**config.mk**
```make
export PLATFORM = sky130hd
export DESIGN_NAME = capbuf_ctrl
export DESIGN_NICKNAME = d
export VERILOG_FILES = /design/src/rtl/capbuf_pkg.sv /design/src/rtl/capbuf_src.sv /design/src/rtl/capbuf_ring.sv /design/src/rtl/capbuf_irq.sv /design/src/rtl/capbuf_ctrl.sv
export SDC_FILE = /design/constraint.sdc
export NUM_CORES = 1
export LEC_CHECK = 0
export ABC_AREA = 1
export CORE_ASPECT_RATIO = 1.1
export CORE_MARGIN = 10
export CORE_UTILIZATION = 45
export DETAILED_ROUTE_END_ITERATION = 10
export GPL_ROUTABILITY_DRIVEN = 0
export MAX_ROUTING_LAYER = met4
export PLACE_DENSITY = 0.69
export SYNTH_ARGS = -nofsm -noshare
export SYNTH_HDL_FRONTEND = slang
export SYNTH_SLANG_ARGS = --single-unit
```
**constraint.sdc**
```tcl
create_clock -name clk -period 8.8 [get_ports clk]
set_clock_uncertainty 0.15 [all_clocks]
set_input_delay 1.76 -clock clk [delete_from_list [all_inputs] [get_ports clk]]
set_output_delay 1.76 -clock clk [all_outputs]
set_load 0.01 [all_outputs]
```
**src/rtl/capbuf_pkg.sv**
```systemverilog
package capbuf_pkg;

    localparam int SMP_W  = 24;
    localparam int LFSR_W = 16;
    localparam logic [LFSR_W-1:0] LFSR_SEED = 16'hACE1;

    typedef enum logic [2:0] {
        A_DATA = 3'd0,
        A_WPOS = 3'd1,
        A_RPOS = 3'd2,
        A_TEST = 3'd3,
        A_CTRL = 3'd4,
        A_STAT = 3'd5,
        A_IEN  = 3'd6
    } reg_addr_e;

    typedef struct packed {
        logic [1:0] width;
        logic       record;
    } ctrl_t;

    typedef struct packed {
        logic rnd;
        logic sim;
    } test_t;

    typedef struct packed {
        logic       ovr_en;
        logic [1:0] thr;
    } ien_t;

    function automatic logic [SMP_W-1:0] width_mask(input logic [1:0] w);
        case (w)
            2'b00:   return 24'h00FFFF;
            2'b01:   return 24'h03FFFF;
            2'b10:   return 24'h0FFFFF;
            default: return 24'hFFFFFF;
        endcase
    endfunction

    function automatic logic [LFSR_W-1:0] lfsr_step(input logic [LFSR_W-1:0] s);
        return {s[14:0], s[15] ^ s[13] ^ s[12] ^ s[10]};
    endfunction

endpackage

```
**src/rtl/capbuf_src.sv**
```systemverilog
module capbuf_src
    import capbuf_pkg::*;
(
    input  logic             clk,
    input  logic             rst,
    input  logic             clr,
    input  logic             strobe,
    input  logic [SMP_W-1:0] live,
    input  test_t            test,
    input  logic [1:0]       width,
    output logic [SMP_W-1:0] word
);
    logic [LFSR_W-1:0] lfsr_q;
    logic [SMP_W-1:0]  raw;

    always_ff @(posedge clk) begin
        if (rst || clr)
            lfsr_q <= LFSR_SEED;
        else if (strobe && test.sim && test.rnd)
            lfsr_q <= lfsr_step(lfsr_q);
    end

    always_comb begin
        if (!test.sim)
            raw = live;
        else if (test.rnd)
            raw = {{(SMP_W-LFSR_W){1'b0}}, lfsr_q};
        else
            raw = 24'h000055;
        word = raw & width_mask(width);
    end
endmodule

```
**src/rtl/capbuf_ring.sv**
```systemverilog
module capbuf_ring
    import capbuf_pkg::*;
#(
    parameter int DEPTH = 16,
    localparam int AW = $clog2(DEPTH)
) (
    input  logic             clk,
    input  logic             rst,
    input  logic             clr,
    input  logic             push,
    input  logic [SMP_W-1:0] push_word,
    input  logic             pop,
    output logic [AW-1:0]    wr_idx,
    output logic [AW-1:0]    rd_idx,
    output logic [AW-1:0]    level,
    output logic             empty,
    output logic             drop,
    output logic [SMP_W-1:0] head
);
    logic [SMP_W-1:0] mem [DEPTH];
    logic             full;

    assign level = wr_idx - rd_idx;
    assign empty = (wr_idx == rd_idx);
    assign full  = ((wr_idx + AW'(1)) == rd_idx);
    assign drop  = push && full;
    assign head  = mem[rd_idx];

    always_ff @(posedge clk) begin
        if (push && !full)
            mem[wr_idx] <= push_word;
    end

    always_ff @(posedge clk) begin
        if (rst || clr) begin
            wr_idx <= '0;
            rd_idx <= '0;
        end else begin
            if (push && !full)
                wr_idx <= wr_idx + AW'(1);
            if (pop && !empty)
                rd_idx <= rd_idx + AW'(1);
        end
    end
endmodule

```
**src/rtl/capbuf_irq.sv**
```systemverilog
module capbuf_irq
    import capbuf_pkg::*;
#(
    parameter int DEPTH = 16,
    localparam int AW = $clog2(DEPTH)
) (
    input  logic          clk,
    input  logic          rst,
    input  logic          clr,
    input  logic [AW-1:0] level,
    input  ien_t          ien,
    input  logic          drop,
    input  logic          stat_rd,
    output logic          lvl_hit,
    output logic          ovr_flag,
    output logic          irq
);
    localparam logic [AW-1:0] T_EIGHTH  = AW'(DEPTH / 8);
    localparam logic [AW-1:0] T_QUARTER = AW'(DEPTH / 4);
    localparam logic [AW-1:0] T_HALF    = AW'(DEPTH / 2);

    logic [AW-1:0] thresh;

    always_comb begin
        case (ien.thr)
            2'b01:   thresh = T_EIGHTH;
            2'b10:   thresh = T_QUARTER;
            default: thresh = T_HALF;
        endcase
        lvl_hit = (ien.thr != 2'b00) && (level >= thresh);
        irq     = lvl_hit || (ovr_flag && ien.ovr_en);
    end

    always_ff @(posedge clk) begin
        if (rst || clr)
            ovr_flag <= 1'b0;
        else if (drop)
            ovr_flag <= 1'b1;
        else if (stat_rd)
            ovr_flag <= 1'b0;
    end
endmodule

```
**src/rtl/capbuf_ctrl.sv**
```systemverilog
module capbuf_ctrl
    import capbuf_pkg::*;
#(
    parameter int DEPTH = 16
) (
    input  logic             clk,
    input  logic             rst,
    input  logic             smp_valid,
    input  logic [SMP_W-1:0] smp_data,
    input  logic             reg_we,
    input  logic             reg_re,
    input  logic [2:0]       reg_addr,
    input  logic [15:0]      reg_wdata,
    output logic [SMP_W-1:0] reg_rdata,
    output logic             irq_out
);
    localparam int AW = $clog2(DEPTH);

    ctrl_t ctrl_q;
    test_t test_q;
    ien_t  ien_q;

    logic             rec_en;
    logic             soft_clr;
    logic             push;
    logic             pop;
    logic             stat_rd;
    logic [SMP_W-1:0] src_word;
    logic [AW-1:0]    wr_idx;
    logic [AW-1:0]    rd_idx;
    logic [AW-1:0]    level;
    logic             empty;
    logic             drop;
    logic [SMP_W-1:0] head;
    logic             lvl_hit;
    logic             ovr_flag;
    logic             unused_wbits;

    assign unused_wbits = ^reg_wdata[15:4];
    assign rec_en   = ctrl_q.record;
    assign soft_clr = reg_we && (reg_addr == A_CTRL) && reg_wdata[0];
    assign push     = smp_valid && rec_en;
    assign pop      = reg_re && (reg_addr == A_DATA);
    assign stat_rd  = reg_re && (reg_addr == A_STAT);

    always_ff @(posedge clk) begin
        if (rst) begin
            ctrl_q <= '0;
            test_q <= '0;
            ien_q  <= '0;
        end else if (reg_we) begin
            case (reg_addr)
                A_TEST:  test_q <= reg_wdata[1:0];
                A_CTRL:  ctrl_q <= reg_wdata[3:1];
                A_IEN:   ien_q  <= reg_wdata[2:0];
                default: ;
            endcase
        end
    end

    capbuf_src u_src (
        .clk    (clk),
        .rst    (rst),
        .clr    (soft_clr),
        .strobe (push),
        .live   (smp_data),
        .test   (test_q),
        .width  (ctrl_q.width),
        .word   (src_word)
    );

    capbuf_ring #(.DEPTH(DEPTH)) u_ring (
        .clk       (clk),
        .rst       (rst),
        .clr       (soft_clr),
        .push      (push),
        .push_word (src_word),
        .pop       (pop),
        .wr_idx    (wr_idx),
        .rd_idx    (rd_idx),
        .level     (level),
        .empty     (empty),
        .drop      (drop),
        .head      (head)
    );

    capbuf_irq #(.DEPTH(DEPTH)) u_irq (
        .clk      (clk),
        .rst      (rst),
        .clr      (soft_clr),
        .level    (level),
        .ien      (ien_q),
        .drop     (drop),
        .stat_rd  (stat_rd),
        .lvl_hit  (lvl_hit),
        .ovr_flag (ovr_flag),
        .irq      (irq_out)
    );

    always_comb begin
        reg_rdata = '0;
        case (reg_addr)
            A_DATA:  reg_rdata = empty ? '0 : head;
            A_WPOS:  reg_rdata = SMP_W'({wr_idx, 1'b0});
            A_RPOS:  reg_rdata = SMP_W'({rd_idx, 1'b0});
            A_TEST:  reg_rdata = SMP_W'(test_q);
            A_CTRL:  reg_rdata = SMP_W'({ctrl_q, 1'b0});
            A_STAT:  reg_rdata = SMP_W'({ovr_flag, lvl_hit});
            A_IEN:   reg_rdata = SMP_W'(ien_q);
            default: reg_rdata = '0;
        endcase
    end
endmodule

```
==> flow_summary.yaml <==
cts:
  ctsResizeCount: 0
  root_buffer: "clkbuf_16"
  numCtsBuffers: 43
  clockBufferDepth: 3
  insertion_delay_ns: 0.53
  post-cts-setup-buffer-count: 0
  cts_sinks: 421
  postCtsHoldBufs: 0
  clk_pin_slew_ns: 0.06
  cts_tree: "yes"
  htree_levels: 2
yosys:
  synth_compound_area_share_pct: 9.35
  synth_area_per_cell_sq_um: 11.4
  synth_fa_ha_area_share_pct: 1.11
  synth_area_sq_mm: 0.0176
  yosysTopAreaCell: "edfxtp_1"
  yosysWarnings: 0
  muxShareOfSynthArea_pct: 0
  synth_xor_area_share_pct: 0.399
  synthCells: 1539
  ys.flop_type: "edfxtp_1"
  synth_top_family_by_area: "simple AND/OR/NAND/NOR gates"
  synthSimpleGateAreaFrac_pct: 15.2
  synth_top_area_share_pct: 65.7
  seq_area_frac_synth_pct: 69.9
  syn_nets: 1602
  ys_types: 37
  synth-async-reset-ratio_pct: 0
  ys_ff_latch: 421
  synth-edff-count: 384
  synth_area_leaders: "edfxtp_1 (66%), nor2_1 (7.5%), o21ai_0 (5.3%), dfxtp_1 (4.2%), nand3_1 (3.9%)"
worst_setup_path:
  slowest_delay_ns: 0.57
  critPathSlowestCell: "clkdlybuf4s50_1"
  path_buf_inv: 4
  critPathRequiredTime_ns: 6.89
  cp_top_family: "buffers and inverters"
  cp-end-kind: "primary output"
  path_max_fanout: 18
  cp-start-kind: "primary input"
  arrival_ns: 4.34
  cp_cell_sequence: "clkdlybuf4s50_1, nor2_1, nand2_1, inv_1, nand2_2, inv_2, nand2_1, nor2_1, clkdlybuf4s50_1"
  critical_path_class: "primary input to primary output"
die:
  core_area_sq_mm: 0.0384
  io_pins: 73
  dieArea_sq_mm: 0.0473
  die_h_um: 227
  initial_core_util_pct: 45.8
  rows: 75
  dieWidth_um: 208
power_and_ir_drop:
  switching_share_pct: 19.5
  p_seq_share_pct: 54.5
  p_per_area_mw_per_mm2: 201
  irDropWorstVdd_mv: 0.130
  p_int_mw: 3.23
  combPwrFrac_pct: 2.4
  p_switching_mw: 0.782
  p_leak_nw: 6.80
  power_frac_clock_pct: 43.1
global_route:
  antenna_found_initial: 0
  grt_pass1_vias: 11588
  grt_pass1_wl_um: 66500
  grt_max_degree: 122
  grt.overflow.total: 0
  grt.total_usage_pct: 18.4
routing:
  vias: 11940
  drt-total-wl_um: 43600
  drc: 0
  postRouteAntennaNets: 0
  drt_iter0_drc: 1247
  vias_per_cell: 5.64
  dr.pass1.iters: 6
  drt-wirelength-per-cell_um: 20.6
timing:
  rsz0062_at_grt: "false"
  max_freq_mhz: 160
  hold_viol_final: 0
  setup_viol: 0
  slew_headroom_pct: 11.8
  maxSlewViolCount: 0
  whs_ns: 0.330
  fin_crit_ns: 6.25
  fin_setup_tns_ns: 0
  tightest_slew_ns: 1.31
  period_share_pct: 71.0
placed_design:
  dp_hpwl_um: 22900
  portBuffers: 60
  placedCellCount: 2047
run:
  drv.max_cap_violation_count: 0
outcome:
  status: "finished, final reports clean"
hold_path:
  hp-class: "flop to flop"
layout:
  area_delta_synth_final_pct: 13.9
  utilization_pct: 52.1
  instances_no_fill: 2118
  drive_gt1_share_pct: 7.79
  fill_cells: 3228
  n_antenna_cell: 0
  fin_nets: 1655
-- tightest hold or removal path, stage by stage (launching register included) --
cell      delay (ns)
dfxtp_1         0.29
inv_1           0.07
a211oi_1        0.07
-- metal layers --
metal | global-route usage (%) | routed length [um] | vias up
met2 | 29.2 | 20600 | 516
met5 | - | 0 | -
met1 | 24.0 | 18300 | 5789
met3 | 2.10 | 3390 | 90
met4 | 6.81 | 1240 | 0
li1 | - | - | 5545
-- worst paths after layout --
check | end | slack [ns] | from | depth (start not counted)
setup / recovery | reg_rdata[15] | 2.55 | reg_addr[1] | 9
hold / removal | u_src.lfsr_q[8]$_SDFFE_PP0P_ | 0.33 | u_src.lfsr_q[7]$_SDFFE_PP1P_ | 2
setup reg to reg | u_ring.mem[2][10]$_DFFE_PP_ | 5.49 | u_ring.wr_idx[1]$_SDFFE_PP0P_ | 9
hold reg to reg | u_src.lfsr_q[8]$_SDFFE_PP0P_ | 0.33 | u_src.lfsr_q[7]$_SDFFE_PP1P_ | 2
-- logic make-up after synthesis --
logic type	after synthesis
buffers and inverters	155
xor gates and xnor gates	8
adders and majority gates	15
DFF	421
AOI/OAI and AO/OA	300
and+or+nand+nor	640
-- sequential cells by signal, summed over array words and instances (netlist names), named ones only --
name            flops
ctrl_q              2
ien_q               3
rec_en              1
test_q              2
u_irq.ovr_flag      1
u_ring.mem        384
u_ring.rd_idx       4
u_ring.wr_idx       4
u_src.lfsr_q       16
-- power by group through the flow --
| stage | Sequential, mW | Combinational [mW] | Clock [mW] |
|---|---|---|---|
| floorplan | 2.23 | 0.0465 | 0 |
| global placement | 2.23 | 0.0915 | 0 |
| detailed placement | 2.23 | 0.0941 | 0 |
| CTS | 2.18 | 0.0946 | 1.75 |
| global route | 2.18 | 0.104 | 1.82 |
| finish | 2.18 | 0.0959 | 1.73 |
-- cell type report --
class	count	area (sq um)	area share (%)
clock buffer	54	1160	5.80
clock inverter	17	159	0.795
tap	500	626	3.13
sequential	421	12300	61.4
inverter	70	267	1.33
multi-input combinational	963	4660	23.3
timing repair buffer	93	848	4.24
-- cells in the final DEF (no fill, tap or decap), types with 2 or more instances in the layout --
| cell type | instances |
|---|---|
| a211oi_1 | 6 |
| a21oi_1 | 42 |
| a31oi_1 | 2 |
| buf_4 | 33 |
| bufinv_16 | 3 |
| clkbuf_1 | 9 |
| clkbuf_16 | 45 |
| clkdlybuf4s50_1 | 60 |
| clkinv_1 | 6 |
| clkinv_2 | 8 |
| clkinvlp_4 | 2 |
| dfxtp_1 | 34 |
| dfxtp_2 | 2 |
| edfxtp_1 | 384 |
| ha_1 | 14 |
| inv_1 | 63 |
| inv_2 | 4 |
| nand2_1 | 116 |
| nand2_2 | 3 |
| nand2_4 | 2 |
| nand3_1 | 137 |
| nand4_1 | 5 |
| nor2_1 | 353 |
| nor2_2 | 3 |
| nor3_2 | 14 |
| nor3_4 | 2 |
| o211ai_1 | 35 |
| o21ai_0 | 186 |
| o21ai_1 | 11 |
| o21bai_1 | 2 |
| o22a_1 | 4 |
| o22ai_1 | 12 |
| xnor2_1 | 3 |
| xor2_1 | 5 |
-- synth_stat cells (6+ instances only) --
cell / count
inv_1: 64
nor3_1: 15
a21oi_1: 42
edfxtp_1: 384
buf_4: 11
buf_2: 27
o21ai_1: 10
o211ai_1: 35
o21ai_0: 187
nand2_1: 116
clkbuf_1: 36
nand3_1: 137
nor2_1: 353
dfxtp_1: 37
ha_1: 14
a211oi_1: 6
o22ai_1: 12
buf_6: 7
-- per-stage QoR --
step	instance area [sq um]	setup WS, ns	power (mW)
after detailed placement	18700	2.53	2.32
final	20000	2.55	4.01
after global placement	18700	2.56	2.32
after floorplan	17600	4.30	2.27
after global routing	20000	2.38	4.11
after CTS	20000	2.54	4.03
Note: power is estimated with default switching activity, not from simulation.
